<file path="src/rtl/xdc_pkg.sv">
// Shared definitions for the transceiver direction controller.
// Assumes 8-bit registers; bit positions are fixed by software convention.
package xdc_pkg;

    typedef enum logic [1:0] {
        WM_FULL = 2'd0,   // four-wire, both directions always on
        WM_ECHO = 2'd1,   // two-wire, driver keyed by DTR, receiver always on
        WM_DTR  = 2'd2,   // two-wire, driver keyed by DTR, receiver off while driving
        WM_AUTO = 2'd3    // two-wire, driver keyed by transmit activity
    } wire_mode_e;

    localparam int unsigned REG_W      = 8;
    localparam int unsigned GATE_BIT   = 3;
    localparam int unsigned TERM_BIT   = 6;
    localparam int unsigned ADTR_BIT   = 4;

    localparam wire_mode_e  MODE_RESET = WM_AUTO;

endpackage

</file>
<file path="src/rtl/xdc_ctrl_regs.sv">
// Register file of the direction controller: the wiring-control register
// and the auxiliary register holding auto-DTR. Only implemented bits are
// stored; reserved bits read 0. Read data is combinational from the offset.
module xdc_ctrl_regs
    import xdc_pkg::*;
#(
    parameter int unsigned          ADDR_W  = 4,
    parameter logic [ADDR_W-1:0]    WCR_OFS = 4'hF,
    parameter logic [ADDR_W-1:0]    AUX_OFS = 4'h2
) (
    input  logic              clk,
    input  logic              rst_n,
    input  logic              we,
    input  logic [ADDR_W-1:0] addr,
    input  logic [REG_W-1:0]  wdata,
    output logic [REG_W-1:0]  rdata,
    output wire_mode_e        mode_q,
    output logic              gate_q,
    output logic              term_q,
    output logic              adtr_q
);

    logic wcr_sel;
    logic aux_sel;

    assign wcr_sel = (addr == WCR_OFS);
    assign aux_sel = (addr == AUX_OFS);

    // Store the wiring-control fields on a write to its offset.
    always_ff @(posedge clk) begin
        if (!rst_n) begin
            mode_q <= MODE_RESET;
            gate_q <= 1'b0;
            term_q <= 1'b0;
        end else if (we && wcr_sel) begin
            mode_q <= wire_mode_e'(wdata[1:0]);
            gate_q <= wdata[GATE_BIT];
            term_q <= wdata[TERM_BIT];
        end
    end

    // Store the auto-DTR bit on a write to the auxiliary offset.
    always_ff @(posedge clk) begin
        if (!rst_n)
            adtr_q <= 1'b0;
        else if (we && aux_sel)
            adtr_q <= wdata[ADTR_BIT];
    end

    // Assemble read data; reserved bits and unmapped offsets return zero.
    always_comb begin
        rdata = '0;
        if (wcr_sel) begin
            rdata[1:0]      = mode_q;
            rdata[GATE_BIT] = gate_q;
            rdata[TERM_BIT] = term_q;
        end else if (aux_sel) begin
            rdata[ADTR_BIT] = adtr_q;
        end
    end

endmodule

</file>
<file path="src/rtl/xdc_dir_logic.sv">
// Direction decision: from the wire mode, the master gate and the UART
// status, computes driver and receiver enables and the effective DTR.
// Assumes tx_busy stays high through the stop bit of the last character.
// All outputs are registered so the transceiver sees clean edges.
module xdc_dir_logic
    import xdc_pkg::*;
(
    input  logic       clk,
    input  logic       rst_n,
    input  wire_mode_e mode,
    input  logic       gate,
    input  logic       adtr,
    input  logic       dtr_in,
    input  logic       txf_nonempty,
    input  logic       tx_busy,
    output logic       drv_en,
    output logic       rcv_en,
    output logic       dtr_line
);

    logic tx_active;
    logic dtr_eff;
    logic drv_next;
    logic rcv_next;

    // Transmit activity spans queued data and the shifter, stop bit included.
    assign tx_active = txf_nonempty | tx_busy;
    assign dtr_eff   = adtr ? tx_active : dtr_in;

    // Per-mode enable rules, then the master gate.
    always_comb begin
        unique case (mode)
            WM_FULL: begin drv_next = 1'b1;      rcv_next = 1'b1;      end
            WM_ECHO: begin drv_next = dtr_eff;   rcv_next = 1'b1;      end
            WM_DTR:  begin drv_next = dtr_eff;   rcv_next = !dtr_eff;  end
            default: begin drv_next = tx_active; rcv_next = !tx_active; end
        endcase
        if (!gate) begin
            drv_next = 1'b0;
            rcv_next = 1'b0;
        end
    end

    // Register the enables and the effective DTR.
    always_ff @(posedge clk) begin
        if (!rst_n) begin
            drv_en   <= 1'b0;
            rcv_en   <= 1'b0;
            dtr_line <= 1'b0;
        end else begin
            drv_en   <= drv_next;
            rcv_en   <= rcv_next;
            dtr_line <= dtr_eff;
        end
    end

endmodule

</file>
<file path="src/rtl/xcvr_dir_ctrl.sv">
// Top of the transceiver direction controller: register file plus the
// registered direction decision. Termination follows its register bit.
module xcvr_dir_ctrl
    import xdc_pkg::*;
#(
    parameter int unsigned          ADDR_W  = 4,
    parameter logic [ADDR_W-1:0]    WCR_OFS = 4'hF,
    parameter logic [ADDR_W-1:0]    AUX_OFS = 4'h2
) (
    input  logic              clk,
    input  logic              rst_n,
    input  logic              reg_we,
    input  logic [ADDR_W-1:0] reg_addr,
    input  logic [7:0]        reg_wdata,
    output logic [7:0]        reg_rdata,
    input  logic              dtr_in,
    input  logic              txf_nonempty,
    input  logic              tx_busy,
    output logic              drv_en,
    output logic              rcv_en,
    output logic              term_en,
    output logic              dtr_line
);

    wire_mode_e mode_q;
    logic       gate_q;
    logic       term_q;
    logic       adtr_q;

    xdc_ctrl_regs #(
        .ADDR_W  (ADDR_W),
        .WCR_OFS (WCR_OFS),
        .AUX_OFS (AUX_OFS)
    ) regs_i (
        .clk    (clk),
        .rst_n  (rst_n),
        .we     (reg_we),
        .addr   (reg_addr),
        .wdata  (reg_wdata),
        .rdata  (reg_rdata),
        .mode_q (mode_q),
        .gate_q (gate_q),
        .term_q (term_q),
        .adtr_q (adtr_q)
    );

    xdc_dir_logic dir_i (
        .clk          (clk),
        .rst_n        (rst_n),
        .mode         (mode_q),
        .gate         (gate_q),
        .adtr         (adtr_q),
        .dtr_in       (dtr_in),
        .txf_nonempty (txf_nonempty),
        .tx_busy      (tx_busy),
        .drv_en       (drv_en),
        .rcv_en       (rcv_en),
        .dtr_line     (dtr_line)
    );

    assign term_en = term_q;

endmodule

</file>
<file path="config.mk">
export PLATFORM = sky130hd
export DESIGN_NAME = xcvr_dir_ctrl
export DESIGN_NICKNAME = d
export VERILOG_FILES = /design/src/rtl/xdc_pkg.sv /design/src/rtl/xdc_ctrl_regs.sv /design/src/rtl/xdc_dir_logic.sv /design/src/rtl/xcvr_dir_ctrl.sv
export SDC_FILE = /design/constraint.sdc
export NUM_CORES = 1
export LEC_CHECK = 0
export BUFFER_PORTS_ARGS = -buffer_cell sky130_fd_sc_hd__buf_2
export CAP_MARGIN = 20
export CELL_PAD_IN_SITES_DETAIL_PLACEMENT = 0
export CELL_PAD_IN_SITES_GLOBAL_PLACEMENT = 1
export CORE_MARGIN = 2
export CORE_UTILIZATION = 24
export CTS_CLUSTER_DIAMETER = 60
export DETAILED_ROUTE_END_ITERATION = 10
export PLACE_DENSITY_LB_ADDON = 0.1
export REMOVE_ABC_BUFFERS = 1
export SYNTH_ARGS = -nofsm -noshare
export SYNTH_HDL_FRONTEND = slang
export SYNTH_SLANG_ARGS = --single-unit
export TNS_END_PERCENT = 10
</file>
<file path="constraint.sdc">
create_clock -name clk -period 1.3 [get_ports clk]
set_input_delay 0.26 -clock clk [delete_from_list [all_inputs] [get_ports clk]]
set_output_delay 0.26 -clock clk [all_outputs]
set_load 0.005 [all_outputs]
</file>
==> results of run 1 <==
## placed cells by master (no fill, tap or decap)
cell,n
nand4_1,3
dfxtp_1,6
and4_1,1
ha_2,1
ha_1,1
nand3_1,2
buf_4,11
o31a_2,1
or4_4,1
inv_2,1
inv_1,1
buf_6,1
and2_1,6
a21oi_1,3
buf_2,23
clkbuf_4,3
a41o_1,1
nor2_1,2
nand2_1,3
nor3_1,2
o211ai_2,2
a211oi_1,1
dfxtp_2,2
nor4b_2,1
conb_1,3
and2_4,1
o21ai_0,1
o21ai_1,2
ha_4,2
## through the flow
step                instance area [µm²]  setup slack [ps]  std cells  total power, mW
finish                              746             -74.8        115            0.512
global route                        746              -110        115            0.550
CTS                                 742             -79.3        115            0.524
detailed placement                  656              -154        108            0.327
global placement                    656              -136        108            0.327
floorplan                           447              -107         50            0.281
## final cells by class
cell class                      instances  area (µm²)  share of cell area (%)
Multi-Input combinational cell         40         310                    41.6
Timing Repair Buffer                   35         209                    28.0
Sequential cell                         8         163                    21.8
Tap cell                               27        33.8                    4.53
Clock buffer                            3        22.5                    3.02
Inverter                                2        7.51                    1.01
## metal layers
layer / vias to the layer above / share of wire, % / global-route usage (%)
li1: 257 / - / -
met1: 222 / 46 / 12.3
met2: 20 / 45 / 15.5
met3: 0 / 9.0 / 3.40
met4: 0 / 0 / 4.29
met5: - / 0 / 0
## worst max path at each step
stage                                              from                      end  slack [ps]  cells after the start
after floorplan           regs_i.mode_q[0]$_SDFFE_PN1P_  dir_i.rcv_en$_SDFF_PN0_        -110                      5
after global placement    regs_i.mode_q[0]$_SDFFE_PN1P_  dir_i.rcv_en$_SDFF_PN0_        -140                      5
after detailed placement  regs_i.mode_q[0]$_SDFFE_PN1P_  dir_i.rcv_en$_SDFF_PN0_        -150                      5
after CTS                 regs_i.mode_q[0]$_SDFFE_PN1P_  dir_i.rcv_en$_SDFF_PN0_         -80                      6
after global routing      regs_i.mode_q[0]$_SDFFE_PN1P_  dir_i.rcv_en$_SDFF_PN0_        -110                      5
final                     regs_i.mode_q[0]$_SDFFE_PN1P_  dir_i.rcv_en$_SDFF_PN0_         -70                      5
## worst max-delay path, cell delays in order (launching register included)
cell     delay, ps
dfxtp_2        320
buf_4          150
ha_4           150
or4_4          520
nand4_1         80
a21oi_1         40
## cells by family (layout without fill, tap and decap cells)
group	count (synthesis)	after routing	share of synthesized area [%]
AND/OR/NAND/NOR	22	22	28.6
AO/OA/AOI/OAI	11	11	17.5
flip-flops	8	8	34.0
buffers and inverters	7	40	8.49
adder cells (fa/ha/maj)	4	4	10.6
other	1	3	0.795
## registers in the layout, summed over array words and instances (netlist names)
register        flops
regs_i.mode_q       2
regs_i.term_q       1
dir_i.drv_en        1
regs_i.gate_q       1
dir_i.rcv_en        1
regs_i.adtr_q       1
dir_i.dtr_line      1
## power groups by stage
stage                     Sequential (mW)  Combinational [mW]  Clock, mW
after floorplan                     0.258              0.0233          0
after global placement              0.257              0.0695          0
after detailed placement            0.258              0.0693          0
after CTS                           0.252              0.0763      0.195
after global routing                0.253              0.0856      0.211
final                               0.252              0.0770      0.182
## what timing repair did
action | in CTS | in global routing
buffers inserted | 4 | 0
endpoints found under the setup margin | 1 | 2
hold endpoints to repair | 0 | 0
resized for setup | 9 | 1
pin swaps | 3 | 1
==> summary.txt, run 1 <==
hold path start -> reg_wdata[4]
WL/cell -> 9.23 µm
Die Span X -> 48.3 µm
Num CTS Buffers -> 3
hold endpoint -> regs_i.adtr_q$_SDFFE_PN0P_
Routed Wire Length -> 1.06 mm
FP Rows -> 16
CP max FO -> 3
Area Growth Syn to Fin -> 58.1%
fin. max-slew vios -> 0
Net Sw Frac -> 22.6%
outcome -> complete, but fails checks
Max-Cap Viols -> 0
unrepaired setup endpoints after global routing -> yes
kind of critical path -> register to register
critical path required time -> 1430 ps
worst r2r dst -> dir_i.rcv_en$_SDFF_PN0_
synthesized area -> 472 µm²
clk_skew -> 0.822 ps
Buffers on Ports -> 23
post-layout util -> 39.2%
post-route ant nets -> 0
period utilisation layout -> 106%
pwr/cell area -> 686 mW/mm²
I/O pin total -> 30
Die ar. -> 0.00234 mm²
slack of the worst reg-to-reg path -> -70 ps
internal power -> 396 µW
EDFF count, synth -> 0
Post-synth top cells -> dfxtp_1, and2_1, ha_1
global route overflow -> 0
DRC -> 0
Worst Setup End Kind -> register
Vias/cell -> 4.34
First-pass DRT Iterations -> 4
leading area contributor after synthesis -> dfxtp_1
Top FF cell, synth -> dfxtp_1
Worst-Skew Late Latency -> 240 ps
leading cell type by number of instances after synthesis -> dfxtp_1
Worst Reg-to-Reg Cells -> 5
top achievable clock speed -> 727 MHz
Mean Syn Cell Area -> 8.90 µm²
first-pass GRT wire length -> 1.83 mm
CTS sink cnt -> 8
HPWL Detailed -> 841 µm
Hold Crit Class -> primary input to register
Die Span Y -> 48.3 µm
Filler Cells Inserted -> 212
share of cells above drive strength 1 -> 56.8%
Switch Pwr -> 116 µW
via count -> 499
worst r2r src -> regs_i.mode_q[0]$_SDFFE_PN1P_
Comb power frac -> 15.1%
Total Nets Final -> 112
post-route setup slack -> -74.8 ps
final hold slack -> 251 ps
ant diodes -> 0
min Tclk post-route -> 1370 ps
Synth top area share -> 34.0%
Root Driver -> clkbuf_4
Final Hold Viols -> 0
Synth Register Bits -> 8
Sum Neg Setup Slack -> -74.8 ps
GRT Util Overall -> 9.88%
Syn Inst Count -> 53
failing checks -> negative setup slack
ys async rst share -> 0%
Syn. warnings -> 0
final setup fails -> 1
Worst Path Arrival -> 1500 ps
ranking of synthesized cells by area -> dfxtp_1, ha_1, and2_1
CTS tree -> yes
Starting DRT DRC Count -> 14
total leakage power -> 0.373 nW
vias in the first global route -> 467
pin count of the biggest net entering global routing -> 11
Startpoint Class -> register
maximum vdd drop -> 0.282 mV
H-tree depth -> 1
Seq/Total Area, Yosys -> 34.0%
Core Region -> 0.00190 mm²
CTS clk-pin slew, worst paths -> 50 ps
RePlAce Congestion -> 0.704
Yosys cell types -> 23
worst-case clock buffer depth -> 2
cts hold-fix bufs -> 0
hold depth -> 2
Sequential Power Share -> 49.3%
clock power share -> 35.6%
Initial Util -> 24.8%
antenna violations before repair -> 0
(Power assumes the default switching activity.)
==> run 2, diff against run 1 <==
- BUFFER_PORTS_ARGS: -buffer_cell sky130_fd_sc_hd__buf_2 -> unset
- CORE_UTILIZATION: 24 -> 35
- DONT_BUFFER_PORTS: unset -> 1
- PLACE_DENSITY: unset -> 0.75
- PLACE_DENSITY_LB_ADDON: 0.1 -> unset
- clock period: 1.3 -> 1.25 ns (I/O delays scaled with it)
==> summary.txt, run 2 (synthesis results as in run 1) <==
RePlAce Congestion -> 0.723
CTS clk-pin slew, worst paths -> 50 ps
max reg flops -> 2
Worst Setup End Kind -> register
total leakage power -> 0.243 nW
final setup fails -> 1
critical path required time -> 1390 ps
most frequent cells in the layout -> buf_4, and2_1, dfxtp_1
Buffers on Ports -> 0
Root Driver -> clkbuf_4
Core Region -> 0.00128 mm²
CTS sink cnt -> 8
vias in the first global route -> 366
outcome -> complete, but fails checks
WP buf/inv -> 2
period utilisation layout -> 107%
fin. max-slew vios -> 0
Die ar. -> 0.00166 mm²
global route overflow -> 0
Hold Crit Class -> primary input to register
CP max stage delay -> 400 ps
I/O pin total -> 30
met3 routed WL -> 111 µm
Routed Wire Length -> 1.02 mm
wl on met1 -> 423 µm
Sequential Power Share -> 51.9%
crit-path cells -> inv_2, buf_6, ha_4, or4_4, nand4_1, a21oi_1
clock power share -> 40.1%
via count -> 408
Max-Cap Viols -> 0
Area Growth Syn to Fin -> 23.6%
Starting DRT DRC Count -> 2
kind of critical path -> register to register
CTS tree -> yes
Top Metal Used -> met4
Net Sw Frac -> 22.9%
pin count of the biggest net entering global routing -> 11
maximum vdd drop -> 0.548 mV
Total Nets Final -> 85
post-layout util -> 45.4%
DRC -> 0
worst-case clock buffer depth -> 2
unrepaired setup endpoints after global routing -> yes
top achievable clock speed -> 751 MHz
H-tree depth -> 1
slowest stage cell, crit path -> or4_4
ant diodes -> 0
Worst-Skew Late Latency -> 260 ps
commonest non-fill, non-tap cell in the layout -> buf_4
Die Span Y -> 40.7 µm
First-pass DRT Iterations -> 4
Die Span X -> 40.7 µm
post-route setup slack -> -81.4 ps
antenna violations before repair -> 0
Switch Pwr -> 116 µW
Largest Register -> regs_i.mode_q
WL/cell -> 13.4 µm
FP Rows -> 13
worst r2r src -> regs_i.mode_q[0]$_SDFFE_PN1P_
critical path startpoint -> regs_i.mode_q[0]$_SDFFE_PN1P_
pwr/cell area -> 870 mW/mm²
share of cells above drive strength 1 -> 37.7%
slack of the worst reg-to-reg path -> -80 ps
dpl cell area -> 518 µm²
Comb power frac -> 7.9%
total power -> 507 µW
GRT Util Overall -> 15.0%
Vias/cell -> 5.37
Startpoint Class -> register
cell family with most CP delay -> simple AND/OR/NAND/NOR gates
HPWL Detailed -> 718 µm
clk_skew -> 2.58 ps
Worst Path Arrival -> 1480 ps
failing checks -> negative setup slack
post-route ant nets -> 0
hold path start -> rst_n
Num CTS Buffers -> 3
CP max FO -> 4
min Tclk post-route -> 1330 ps
first-pass GRT wire length -> 1.50 mm
Final Hold Viols -> 0
Filler Cells Inserted -> 135
metal2 WL -> 460 µm
Initial Util -> 36.7%
internal power -> 391 µW
fin area -> 583 µm²
run 2: changes by cell type in the layout (fill, tap and decap cells not counted), sizes merged:
cell,previous run,this run
buf,35,8
run 2: metal layers:
metal,global-route usage [%],up-vias
li1,-,200
met1,16.9,180
met2,20.6,24
met3,9.24,4
met4,10.0,0
met5,0,-
run 2: per-stage QoR:
step	TNS (ps)	setup slack (ps)	instances	hold WS (ps)
final	-81.4	-81.4	76	53.4
after global routing	-146	-143	76	40.1
after CTS	-107	-107	75	54.3
after detailed placement	-186	-186	72	318
after global placement	-175	-175	72	316
after floorplan	-157	-157	50	315
run 2: final cells by class:
class	instances	area (µm²)	share of cell area (%)
repair buffers	8	63.8	10.9
inverters	2	7.51	1.29
multi-input cells	40	308	52.8
flip-flops and latches	8	163	27.9
well taps	15	18.8	3.22
clock buffers	3	22.5	3.86
run 2: final timing paths:
| check | depth (start not counted) | endpoint |
|---|---|---|
| worst max-delay path | 6 | dir_i.rcv_en$_SDFF_PN0_ |
| worst min-delay path | 1 | regs_i.mode_q[1]$_SDFFE_PN1P_ |
| worst max register to register | 6 | dir_i.rcv_en$_SDFF_PN0_ |
| worst min register to register | 2 | dir_i.rcv_en$_SDFF_PN0_ |
run 2: what timing repair did:
item	CTS	global route
pin swaps	0	2
endpoints found under the setup margin	2	2
hold buffers	0	0
setup buffers	0	1
resized for setup	6	4
run 2: power groups by stage:
stage | Sequential (mW) | Clock, mW | Combinational, mW
3_5_place_dp | 0.269 | 0 | 0.0350
4_1_cts | 0.264 | 0.204 | 0.0354
6_report | 0.264 | 0.204 | 0.0402
2_1_floorplan | 0.268 | 0 | 0.0242
5_1_grt | 0.265 | 0.225 | 0.0456
3_3_place_gp | 0.269 | 0 | 0.0346
